[config.mk]
export PLATFORM = sky130hd
export DESIGN_NAME = bitstream_decimator
export DESIGN_NICKNAME = d
export VERILOG_FILES = /design/src/rtl/decim_pkg.sv /design/src/rtl/sinc_acc.sv /design/src/rtl/sinc_diff.sv /design/src/rtl/dec_phase.sv /design/src/rtl/settle_track.sv /design/src/rtl/bitstream_decimator.sv
export SDC_FILE = /design/constraint.sdc
export NUM_CORES = 1
export LEC_CHECK = 0
export CAP_MARGIN = 20
export CORE_ASPECT_RATIO = 1.25
export CORE_MARGIN = 3
export CORE_UTILIZATION = 60
export DETAILED_ROUTE_END_ITERATION = 10
export GPL_TIMING_DRIVEN = 0
export PLACE_DENSITY = 0.81
export REMOVE_ABC_BUFFERS = 1
export SYNTH_ARGS = -nofsm -noshare
export SYNTH_HDL_FRONTEND = slang
export SYNTH_SLANG_ARGS = --single-unit
[constraint.sdc]
create_clock -name clk -period 23.5 [get_ports clk]
set_clock_uncertainty 0.2 [all_clocks]
set_input_delay 4.7 -clock clk [delete_from_list [all_inputs] [get_ports clk]]
set_output_delay 4.7 -clock clk [all_outputs]
set_load 0.01 [all_outputs]
[src/rtl/decim_pkg.sv]
package decim_pkg;
  localparam int MIN_RATIO = 2;

  // Signed step for one modulator bit: +1 for a one, -1 for a zero.
  function automatic logic [1:0] bit_step(input logic b);
    return b ? 2'b01 : 2'b11;
  endfunction
endpackage

[src/rtl/sinc_acc.sv]
module sinc_acc #(
  parameter int W = 18
) (
  input  logic         clk,
  input  logic         clear,
  input  logic         en,
  input  logic [W-1:0] din,
  output logic [W-1:0] dnext
);
  logic [W-1:0] acc;

  // Wrap-around running sum; the difference stages undo the wrap.
  assign dnext = acc + din;

  always_ff @(posedge clk) begin
    if (clear)   acc <= '0;
    else if (en) acc <= dnext;
  end
endmodule

[src/rtl/sinc_diff.sv]
module sinc_diff #(
  parameter int W = 18
) (
  input  logic         clk,
  input  logic         clear,
  input  logic         en,
  input  logic [W-1:0] din,
  output logic [W-1:0] dout
);
  logic [W-1:0] prev;

  assign dout = din - prev;

  always_ff @(posedge clk) begin
    if (clear)   prev <= '0;
    else if (en) prev <= din;
  end
endmodule

[src/rtl/dec_phase.sv]
module dec_phase #(
  parameter int CW = 9
) (
  input  logic          clk,
  input  logic          clear,
  input  logic          en,
  input  logic [CW-1:0] limit,
  output logic          tick
);
  logic [CW-1:0] cnt;

  assign tick = en && (cnt == limit - CW'(1));

  always_ff @(posedge clk) begin
    if (clear)   cnt <= '0;
    else if (en) cnt <= tick ? '0 : cnt + CW'(1);
  end
endmodule

[src/rtl/settle_track.sv]
module settle_track #(
  parameter int DEPTH = 2,
  parameter int SW    = 2
) (
  input  logic clk,
  input  logic clear,
  input  logic tick,
  output logic full_hist
);
  logic [SW-1:0] words;

  assign full_hist = (words == SW'(DEPTH));

  always_ff @(posedge clk) begin
    if (clear)                   words <= '0;
    else if (tick && !full_hist) words <= words + SW'(1);
  end
endmodule

[src/rtl/bitstream_decimator.sv]
module bitstream_decimator #(
  parameter  int KMAX  = 256,
  parameter  int ORDER = 2,
  localparam int RW    = $clog2(KMAX) + 1,
  localparam int AW    = ORDER * $clog2(KMAX) + 2,
  localparam int SW    = $clog2(ORDER + 1)
) (
  input  logic          clk,
  input  logic          rst_n,
  input  logic          restart,
  input  logic [RW-1:0] ratio,
  input  logic          in_valid,
  input  logic          in_bit,
  output logic          out_valid,
  output logic [AW-1:0] out_data,
  output logic          out_settled
);
  import decim_pkg::*;

  logic          clear;
  logic          accept;
  logic          tick;
  logic          full_hist;
  logic [RW-1:0] ratio_q;
  logic [AW-1:0] ichain [0:ORDER];
  logic [AW-1:0] cchain [0:ORDER];

  assign clear  = !rst_n || restart;
  assign accept = in_valid && !clear;

  always_ff @(posedge clk) begin
    if (clear) begin
      if (ratio < RW'(MIN_RATIO))  ratio_q <= RW'(MIN_RATIO);
      else if (ratio > RW'(KMAX))  ratio_q <= RW'(KMAX);
      else                         ratio_q <= ratio;
    end
  end

  assign ichain[0] = AW'($signed(bit_step(in_bit)));

  for (genvar g = 0; g < ORDER; g++) begin : g_integ
    sinc_acc #(.W(AW)) u_acc (
      .clk   (clk),
      .clear (clear),
      .en    (accept),
      .din   (ichain[g]),
      .dnext (ichain[g+1])
    );
  end

  dec_phase #(.CW(RW)) u_phase (
    .clk   (clk),
    .clear (clear),
    .en    (accept),
    .limit (ratio_q),
    .tick  (tick)
  );

  assign cchain[0] = ichain[ORDER];

  for (genvar g = 0; g < ORDER; g++) begin : g_comb
    sinc_diff #(.W(AW)) u_diff (
      .clk   (clk),
      .clear (clear),
      .en    (tick),
      .din   (cchain[g]),
      .dout  (cchain[g+1])
    );
  end

  settle_track #(.DEPTH(ORDER), .SW(SW)) u_settle (
    .clk       (clk),
    .clear     (clear),
    .tick      (tick),
    .full_hist (full_hist)
  );

  always_ff @(posedge clk) begin
    if (clear) begin
      out_valid   <= 1'b0;
      out_data    <= '0;
      out_settled <= 1'b0;
    end else begin
      out_valid <= tick;
      if (tick) begin
        out_data    <= cchain[ORDER];
        out_settled <= full_hist;
      end
    end
  end
endmodule

### Word level (Yosys, flattened, before mapping)

Cells that the tools add are included.

* bits in registers: 112
* input bits: 14
* output and inout bits: 20

* add/sub/neg operators: 7
* order comparisons: 2
* eq/ne operators: 2
* mux-type cells: 3
* reduce and logical (&&, ||, !) cells: 8

Operators with widths (count)
* adder 18 bit: 2
* subtractor 18 bit: 2
* 2-to-1 mux 9 bit: 2
* adder 9 x 1 -> 9 bit, second input constant: 1
* equality test 9 bit: 1
* greater-than comparator 9 bit, second input constant: 1
* < comparator 9 x 2 -> 1 bit, second input constant: 1
* subtractor 9 x 1 -> 9 bit, second input constant: 1
* logical AND 1 bit: 3
* zero test 1 bit: 3
* adder 2 x 1 -> 2 bit, second input constant: 1
* equality test 2 bit, second input constant: 1
* 2-to-1 mux 2 bit: 1
* OR reduction 2 bit: 1
* logical OR 1 bit: 1

### Depth between registers and ports, before layout

Gate-level depths: netlist of run 1.

* depth in word-level cells: 6
* mapped depth: 30
* gate-level depth less buffers: 30

### Cells and area by module

Synthesis of run 1 repeated with hierarchy kept, for this count alone.

* cells, all modules: 974
* area total of the unflattened synthesis: 8625.8 um^2

By module, submodules not included
* sinc_diff: instances 2, cells an instance 195, area each 1660.3 um^2, seq. area each 360.3 um^2
* sinc_acc at g_integ[1].u_acc: instances 1, cells an instance 203, area each 1696.6 um^2, seq. area each 360.3 um^2
* sinc_acc at g_integ[0].u_acc: instances 1, cells an instance 186, area each 1589.0 um^2, seq. area each 360.3 um^2
* bitstream_decimator: instances 1, cells an instance 90, area each 1063.5 um^2, seq. area each 670.6 um^2
* dec_phase: instances 1, cells an instance 94, area each 835.8 um^2, seq. area each 180.2 um^2
* settle_track: instances 1, cells an instance 11, area each 120.1 um^2, seq. area each 40.0 um^2

### Worst setup path before layout of run 1

OpenSTA, ideal clock, no wires.

* kind: input -> register
* from: in in_bit
* to: reg out_data[17]
* library setup time: 0.069 ns
* arrival: 10.528 ns
* slack: 12.703 ns
* cell stages on the path: 28
* buffers on the path: 0
* cells stage by stage: inv_1 -> fa_1 -> a21o_1 -> a21oi_1 -> xnor2_1 -> ha_1 -> a21boi_0 -> o21a_1 -> o21ai_0 -> a21boi_0 -> or3_1 -> and2_1 -> ha_1 -> nand2_1 -> nor2_1 -> o31a_1 -> nor3_1 -> xnor2_1 -> ha_1 -> a21o_1 -> a21o_1 -> a21oi_1 -> nor3b_1 -> a211oi_1 -> or3_1 -> a21oi_1 -> xor3_1 -> o21ai_1

RTL lines
* from (decl): line bitstream_decimator.sv:13 `input logic in_bit,`
* to (signal assigned): line bitstream_decimator.sv:86 `out_data <= cchain[ORDER];`
* to (decl): line bitstream_decimator.sv:15 `output logic [AW-1:0] out_data,`

==> results of run 1 <==
flip-flops by register name (all words and copies together) (netlist names):
name,count
g_integ.u_acc.acc,36
out_settled,1
u_settle.words,2
u_phase.cnt,9
out_valid,1
g_comb.u_diff.prev,36
out_data,18
ratio_q,9
Yosys cell counts (3+ instances only):
cell / instances / share of area [%]
dfxtp_1: 103 / 27
nor2_1: 98 / 4.9
a21oi_1: 93 / 6.2
nand2_1: 91 / 4.5
ha_1: 72 / 12
inv_1: 67 / 3.3
xnor2_1: 44 / 5.1
o21ai_0: 33 / 2.2
mux2i_1: 32 / 4.2
nand3_1: 30 / 2.0
clkbuf_1: 26 / 1.3
xor2_1: 21 / 2.4
nand2b_1: 16 / 1.3
nor2b_1: 15 / 1.2
o21a_1: 14 / 1.4
nor3_1: 13 / 0.86
or3_1: 13 / 1.1
a31oi_1: 12 / 0.99
a21o_1: 11 / 1.1
a211oi_1: 10 / 0.99
edfxtp_1: 9 / 3.6
nor4_1: 8 / 0.66
and2_1: 7 / 0.58
o211ai_1: 7 / 0.69
a21boi_0: 6 / 0.60
buf_2: 6 / 0.40
o31a_1: 6 / 0.69
and3_1: 5 / 0.41
nand4_1: 5 / 0.41
fa_1: 4 / 1.1
nor3b_1: 4 / 0.40
o31ai_1: 4 / 0.40
or4_1: 4 / 0.40
a211o_1: 3 / 0.35
a41oi_1: 3 / 0.35
o2111ai_1: 3 / 0.35
o21bai_1: 3 / 0.30
power by group:
group | internal (mW) | leakage, nW | total [mW] | switching [mW]
sequential | 0.198 | 0.928 | 0.202 | 0.00390
combinational | 0.138 | 2.16 | 0.316 | 0.179
clock | 0.0834 | 0.143 | 0.155 | 0.0713
how the worst max path moves through the flow:
stage            from      endpoint  slack [ns]
6_report       in_bit  out_data[17]       11.43
5_1_grt        in_bit  out_data[17]       10.69
4_1_cts        in_bit  out_data[17]       11.42
3_5_place_dp   in_bit  out_data[17]       11.13
3_3_place_gp   in_bit  out_data[17]       11.20
2_1_floorplan  in_bit  out_data[17]       12.67
final cells by class:
type                            count  area [um^2]  area share (%)
Clock inverter                      6         68.8           0.823
Inverter                           68          258            3.08
Multi-Input combinational cell    722         4860            58.1
Timing Repair Buffer               37          413            4.94
Tap cell                          164          205            2.45
Clock buffer                       10          229            2.74
Sequential cell                   112         2330            27.9
stage by stage:
step                area, um^2  total power, mW  setup WS [ns]  cells
floorplan                 7430            0.458          12.67    902
global placement          7970            0.511          11.20   1099
detailed placement        8070            0.519          11.13   1103
CTS                       8360            0.676          11.42   1119
global route              8360            0.727          10.69   1119
finish                    8360            0.673          11.43   1119
kinds of logic (layout without fill, tap and decap cells):
family | Yosys count | in the layout | synth area share [%]
AO/OA/AOI/OAI | 226 | 226 | 18.7
XOR/XNOR | 67 | 67 | 8.14
adder cells (fa/ha/maj) | 76 | 76 | 13.0
buffers and inverters | 101 | 121 | 5.11
flip-flops | 112 | 112 | 30.8
multiplexers | 33 | 33 | 4.38
AND/OR/NAND/NOR | 320 | 320 | 19.9
routing by layer:
metal / vias to the layer above / GRT usage [%] / share of wire [%]
li1: 3316 / - / -
met1: 2899 / 25.6 / 44
met2: 88 / 40.5 / 51
met3: 30 / 3.05 / 2.7
met4: 0 / 8.88 / 2.4
met5: - / 0 / 0
worst max-delay path: cells and delay by family:
kind                     cells  cell delay [ns]
AND/OR/NAND/NOR              7             1.60
XOR/XNOR                     3             0.73
adder cells (fa/ha/maj)      4             1.57
AO/OA/AOI/OAI               13             2.67
buffers and inverters        2             0.86
==> out/results.txt, run 1 <==
status: finished clean
Synth Cell Area: 0.00756 mm^2
final WL: 14700 um
crit share post-route: 51.4%
Longest Clk Path Bufs: 2
Yosys cell types: 64
clk sinks: 112
CTS tree: done
Rows: 45
DR DRC count: 0
Post-Syn Area per Cell: 8.09 um^2
Root Driver: clkbuf_16
Synth Warn #: 0
global-route wire length before repair: 26500 um
nets@finish: 1040
ANT nets after route: 0
DR WL/cell: 13.1 um
Hold EP: g_comb[1].u_diff.prev[9]
Fillers: 1041
total CTS buffers: 9
worst hold path stage count: 2
die area: 0.0140 mm^2
vias: 6333
most common cell after layout, fill and taps aside: dfxtp_1
layout cell share with drive strength beyond 1: 3.25%
final hold vios: 0
register area share after synthesis: 30.8%
Pins Over Slew Limit: 0
GRT Util Overall: 22.1%
#FFs+latches synth: 112
Critical Path AT: 12.15 ns
Gate Count Post-Synth: 935
die height: 132 um
largest net degree at the start of global routing: 60
hold slack: 0.254 ns
Worst Min Path Start: g_comb[1].u_diff.prev[9]
Clk Latency, worst-skew pair: 0.35 ns
Startpoint Class: input pin
# IOs: 34
Worst Tran Pin Value: 0.981 ns
Max Cap Viol: 0
reg2reg end: out_data[17]
min cycle time layout: 12.07 ns
Layout area overhead: 10.6%
most frequent cells in the layout: dfxtp_1 (103), nor2_1 (98), a21oi_1 (93)
post-DP HPWL: 10900 um
r2r setup slk: 16.41 ns
Setup Crit Path Kind: in2reg
Crit Path Max Fanout: 17
crit end category: flip-flop
initial core utilization: 61.9%
Hold Crit Class: reg2reg
ant diodes: 0
Initial DRT Pass Iterations: 5
Rel. slew slack: 34.5%
grt total ovfl: 0
Worst-path clk slew: 0.07 ns
final setup fails: 0
Lkg Pwr: 3.23 nW
Post-synth EDFFs: 9
slowest CP cell: fa_1
RSZ-0062 raised after global routing: no
final setup TNS: 0 ns
Max Clk Rate: 82.9 MHz
DIE WIDTH: 106 um
IO Port Bufs: 33
FF-to-FF path depth: 27
Final GP Congestion: 0.820
Starting DRT DRC Count: 178
Post-CTS Setup Bufs: 0
PwrDens: 80.4 mW/mm^2
DR vias/cell: 5.66
RR Startpoint: g_integ[0].u_acc.acc[0]
Async SR Flop Fraction: 0%
H-tree depth: 3
critical path's largest stage delay: 0.57 ns
post-cts sizing count: 0
Peak supply drop: 0.0494 mV
final core utilization: 68.4%
WP data required: 23.58 ns
top_reg_cell synth: dfxtp_1
total core area: 0.0122 mm^2
initial antenna violation count: 0
Post-CTS Hold Fix Bufs: 0
vias in the first global route: 6236
No activity file was read; power rests on OpenSTA's default activity.
==> run 2, diff against run 1 <==
Settings changed: CORE_UTILIZATION 60 to 56, PLACE_DENSITY 0.81 to 0.8.
Clock period 23.5 ns to 10.85 ns, I/O delays scaled along.
==> out/results.txt, run 2 (synthesis results as in run 1) <==
pre-CTS setup slack: 1.06 ns
DR WL/cell: 13.1 um
grt total ovfl: 0
total core area: 0.0129 mm^2
final WL: 14700 um
Top Layer Used: met4
Worst Tran Pin Value: 1.00 ns
Starting DRT DRC Count: 279
post-DP HPWL: 10600 um
Layout area overhead: 11.0%
final core utilization: 64.9%
Crit Path Max Fanout: 17
total CTS buffers: 9
Rel. slew slack: 33.1%
WL met3: 295 um
DR vias/cell: 5.62
IO Port Bufs: 33
vias in the first global route: 6057
initial antenna violation count: 0
Critical Path AT: 9.60 ns
critical path's largest stage delay: 0.56 ns
met2 WL: 7380 um
H-tree depth: 3
die area: 0.0149 mm^2
design area: 0.00840 mm^2
Root Driver: clkbuf_16
Max Cap Viol: 0
r2r setup slk: 3.79 ns
RR Startpoint: g_integ[0].u_acc.acc[0]
placed cell area: 0.00808 mm^2
FF-to-FF path depth: 27
vias: 6310
min cycle time layout: 9.51 ns
most frequent cells in the layout: dfxtp_1 (103), nor2_1 (98), a21oi_1 (93)
RSZ-0062 raised after global routing: no
initial core utilization: 58.4%
global-route wire length before repair: 26300 um
Initial DRT Pass Iterations: 4
slowest CP cell: fa_1
Pins Over Slew Limit: 0
Longest Clk Path Bufs: 2
WP data required: 10.94 ns
Top Registers: g_comb.u_diff.prev: 36 flops, g_integ.u_acc.acc: 36 flops, out_data: 18 flops
Hold Crit Class: reg2reg
area of the multi-input gates: 0.00486 mm^2
post-cts sizing count: 0
crit share post-route: 87.6%
CTS tree: done
ANT nets after route: 0
crit path from: in_bit
DIE WIDTH: 110 um
die height: 136 um
Post-CTS Setup Bufs: 0
PwrDens: 176 mW/mm^2
Worst Min Path Start: out_data[15]
reg2reg end: out_data[17]
Lkg Pwr: 3.25 nW
Register Area: 0.00233 mm^2
status: finished clean
nets@finish: 1040
layout cell share with drive strength beyond 1: 3.14%
Worst-path clk slew: 0.08 ns
worst hold path stage count: 2
Hold EP: out_data[15]
Final GP Congestion: 0.860
final worst slack: 1.34 ns
Fillers: 1118
final setup fails: 0
Startpoint Class: input pin
Rows: 46
most common cell after layout, fill and taps aside: dfxtp_1
final hold vios: 0
GRT Util Overall: 21.1%
Max Clk Rate: 105 MHz
Crit path top cell by count: a21oi_1
DR DRC count: 0
Peak supply drop: 0.0974 mV
# IOs: 34
final setup TNS: 0 ns
clk sinks: 112
ant diodes: 0
crit end category: flip-flop
Setup Crit Path Kind: in2reg
wl on met1: 6830 um
largest net degree at the start of global routing: 76
Post-CTS Hold Fix Bufs: 0
Clk Latency, worst-skew pair: 0.36 ns
[run 2: changes by cell type in the layout (fill, tap and decap cells not counted)]
cell / delta
clkinvlp_4: -1
inv_6: -1
buf_12: -1
buf_16: +1
inv_8: +1
clkinv_1: +1
bufinv_16: +1
clkinv_2: -1
[run 2: cell type report]
cell class                      count  area share [%]
Clock inverter                      6            1.10
Inverter                           68            3.07
Sequential cell                   112            27.8
Tap cell                          168            2.50
Timing Repair Buffer               37            5.01
Multi-Input combinational cell    722            57.8
Clock buffer                       10            2.73
[run 2: worst max-delay path: cells and delay by family]
kind / cells / cell delay (ns)
AO/OA/AOI/OAI: 13 / 2.76
AND/OR/NAND/NOR: 8 / 1.68
adder cells (fa/ha/maj): 4 / 1.56
buffers and inverters: 2 / 0.86
XOR/XNOR: 2 / 0.54
[run 2: worst max path at each step]
stage	to	slack (ns)	cells after the start
6_report	out_data[17]	1.34	29
5_1_grt	out_data[17]	0.68	30
4_1_cts	out_data[17]	1.37	31
3_5_place_dp	out_data[17]	1.06	29
3_3_place_gp	out_data[17]	1.08	29
2_1_floorplan	out_data[17]	2.55	28
[run 2: per-stage QoR]
step	cells	hold slack, ns	power (mW)
2_1_floorplan	902	0.236	0.992
3_3_place_gp	1103	0.239	1.10
3_5_place_dp	1107	0.244	1.12
4_1_cts	1123	0.254	1.48
5_1_grt	1123	0.269	1.60
6_report	1123	0.254	1.48
[run 2: layer usage]
| layer | vias to the layer above | GRT usage (%) |
|---|---|---|
| li1 | 3310 | - |
| met1 | 2911 | 25.6 |
| met2 | 65 | 37.7 |
| met3 | 24 | 2.66 |
| met4 | 0 | 7.83 |
| met5 | - | 0 |
[run 2: power breakdown]
part	switching (mW)	leakage, nW	internal (mW)
clock	0.158	0.156	0.204
combinational	0.384	2.16	0.298
sequential	0.00859	0.928	0.428
total	0.551	3.25	0.931
==> run 3, diff against run 2 <==
Settings changed: MAX_ROUTING_LAYER from default to met4.
==> out/results.txt, run 3 (synthesis results as in run 1) <==
total CTS buffers: 9
Final GP Congestion: 0.874
total core area: 0.0129 mm^2
crit end category: flip-flop
placed cell area: 0.00808 mm^2
Int Pwr: 0.931 mW
DR vias/cell: 5.62
Starting DRT DRC Count: 292
vias: 6313
IO Port Bufs: 33
layout cell share with drive strength beyond 1: 3.14%
dpl cells: 1107
delay-heaviest family, CP: compound AO/OA/AOI/OAI gates
Peak supply drop: 0.0984 mV
design area: 0.00840 mm^2
Comb pwr share: 46.1%
ant diodes: 0
Post-CTS Hold Fix Bufs: 0
Rows: 46
PwrDens: 177 mW/mm^2
slowest CP cell: fa_1
Max Cap Viol: 0
# IOs: 34
Critical Path AT: 9.59 ns
Worst Tran Pin Value: 1.01 ns
hold slack: 0.254 ns
DR WL/cell: 13.1 um
initial core utilization: 58.4%
GRT Util Overall: 21.7%
Crit Path Max Fanout: 17
final hold vios: 0
Fillers: 1118
Pins Over Slew Limit: 0
final worst slack: 1.35 ns
ANT nets after route: 0
Psw: 0.552 mW
nets@finish: 1040
WP data required: 10.94 ns
Lkg Pwr: 3.25 nW
Rel. slew slack: 32.8%
Clk Latency, worst-skew pair: 0.36 ns
CP bufs+invs: 2
post-cts sizing count: 0
status: finished clean
DR DRC count: 0
power share of the clock group: 24.5%
CTS tree: done
most frequent cells in the layout: dfxtp_1 (103), nor2_1 (98), a21oi_1 (93)
Crit path top cell by count: a21oi_1
Reg power frac: 29.4%
Hold Crit Class: reg2reg
switching power as a share of total power: 37.2%
critical path's largest stage delay: 0.56 ns
final setup TNS: 0 ns
initial antenna violation count: 0
H-tree depth: 3
Startpoint Class: input pin
crit share post-route: 87.6%
Non-Filler Instances: 1123
die height: 136 um
Layout area overhead: 11.0%
final setup fails: 0
vias in the first global route: 6058
final WL: 14800 um
Setup Crit Path Kind: in2reg
DIE WIDTH: 110 um
Initial DRT Pass Iterations: 4
die area: 0.0149 mm^2
Root Driver: clkbuf_16
Max Clk Rate: 105 MHz
Top Registers: g_comb.u_diff.prev: 36 flops, g_integ.u_acc.acc: 36 flops, out_data: 18 flops
global-route wire length before repair: 26300 um
post-DP HPWL: 10600 um
clk sinks: 112
grt total ovfl: 0
pre-CTS setup slack: 1.06 ns
Longest Clk Path Bufs: 2
Worst-path clk slew: 0.08 ns
Post-CTS Setup Bufs: 0
largest net degree at the start of global routing: 76
min cycle time layout: 9.50 ns
most common cell after layout, fill and taps aside: dfxtp_1
RSZ-0062 raised after global routing: no
[run 3: power by group through the flow]
stage                     registers [mW]  clock network, mW  logic, mW
final                              0.437              0.363      0.683
after global routing               0.438              0.386      0.776
after global placement             0.446                  0      0.659
after floorplan                    0.444                  0      0.548
after detailed placement           0.446                  0      0.672
after CTS                          0.437              0.369      0.678
[run 3: tightest hold or removal path, stage by stage, from the launching register on]
cell and delay [ns]:
dfxtp_1 0.31, nand2_1 0.05, a21oi_1 0.05
[run 3: metrics by stage]
step | total power [mW] | utilization (%)
6_report | 1.48 | 64.9
5_1_grt | 1.60 | 64.9
4_1_cts | 1.48 | 64.9
3_5_place_dp | 1.12 | 62.4
3_3_place_gp | 1.10 | 61.6
2_1_floorplan | 0.992 | -
[run 3: final cells by class]
class,count,area (um^2),share of cell area [%]
multi-input combinational,722,4860,57.8
clock buffer,10,229,2.73
sequential,112,2330,27.8
clock inverter,6,92.6,1.10
tap,168,210,2.50
inverter,68,258,3.07
timing repair buffer,37,420,5.01
[run 3: path summary, 6_finish.rpt]
| kind | startpoint | to | slack [ns] | cells after the start |
|---|---|---|---|---|
| worst min register to register | out_data[15] | out_data[15] | 0.25 | 2 |
| worst max-delay path | in_bit | out_data[17] | 1.35 | 29 |
| worst max register to register | g_integ[0].u_acc.acc[0] | out_data[17] | 3.79 | 27 |
| worst min-delay path | out_data[15] | out_data[15] | 0.25 | 2 |
[run 3: per-layer routing]
layer / vias to the layer above / GRT usage (%) / part of all wire (%)
li1: 3310 / - / -
met1: 2900 / 25.5 / 46
met2: 85 / 37.7 / 50
met3: 18 / 2.66 / 2.4
met4: 0 / 7.83 / 1.7
met5: - / - / 0
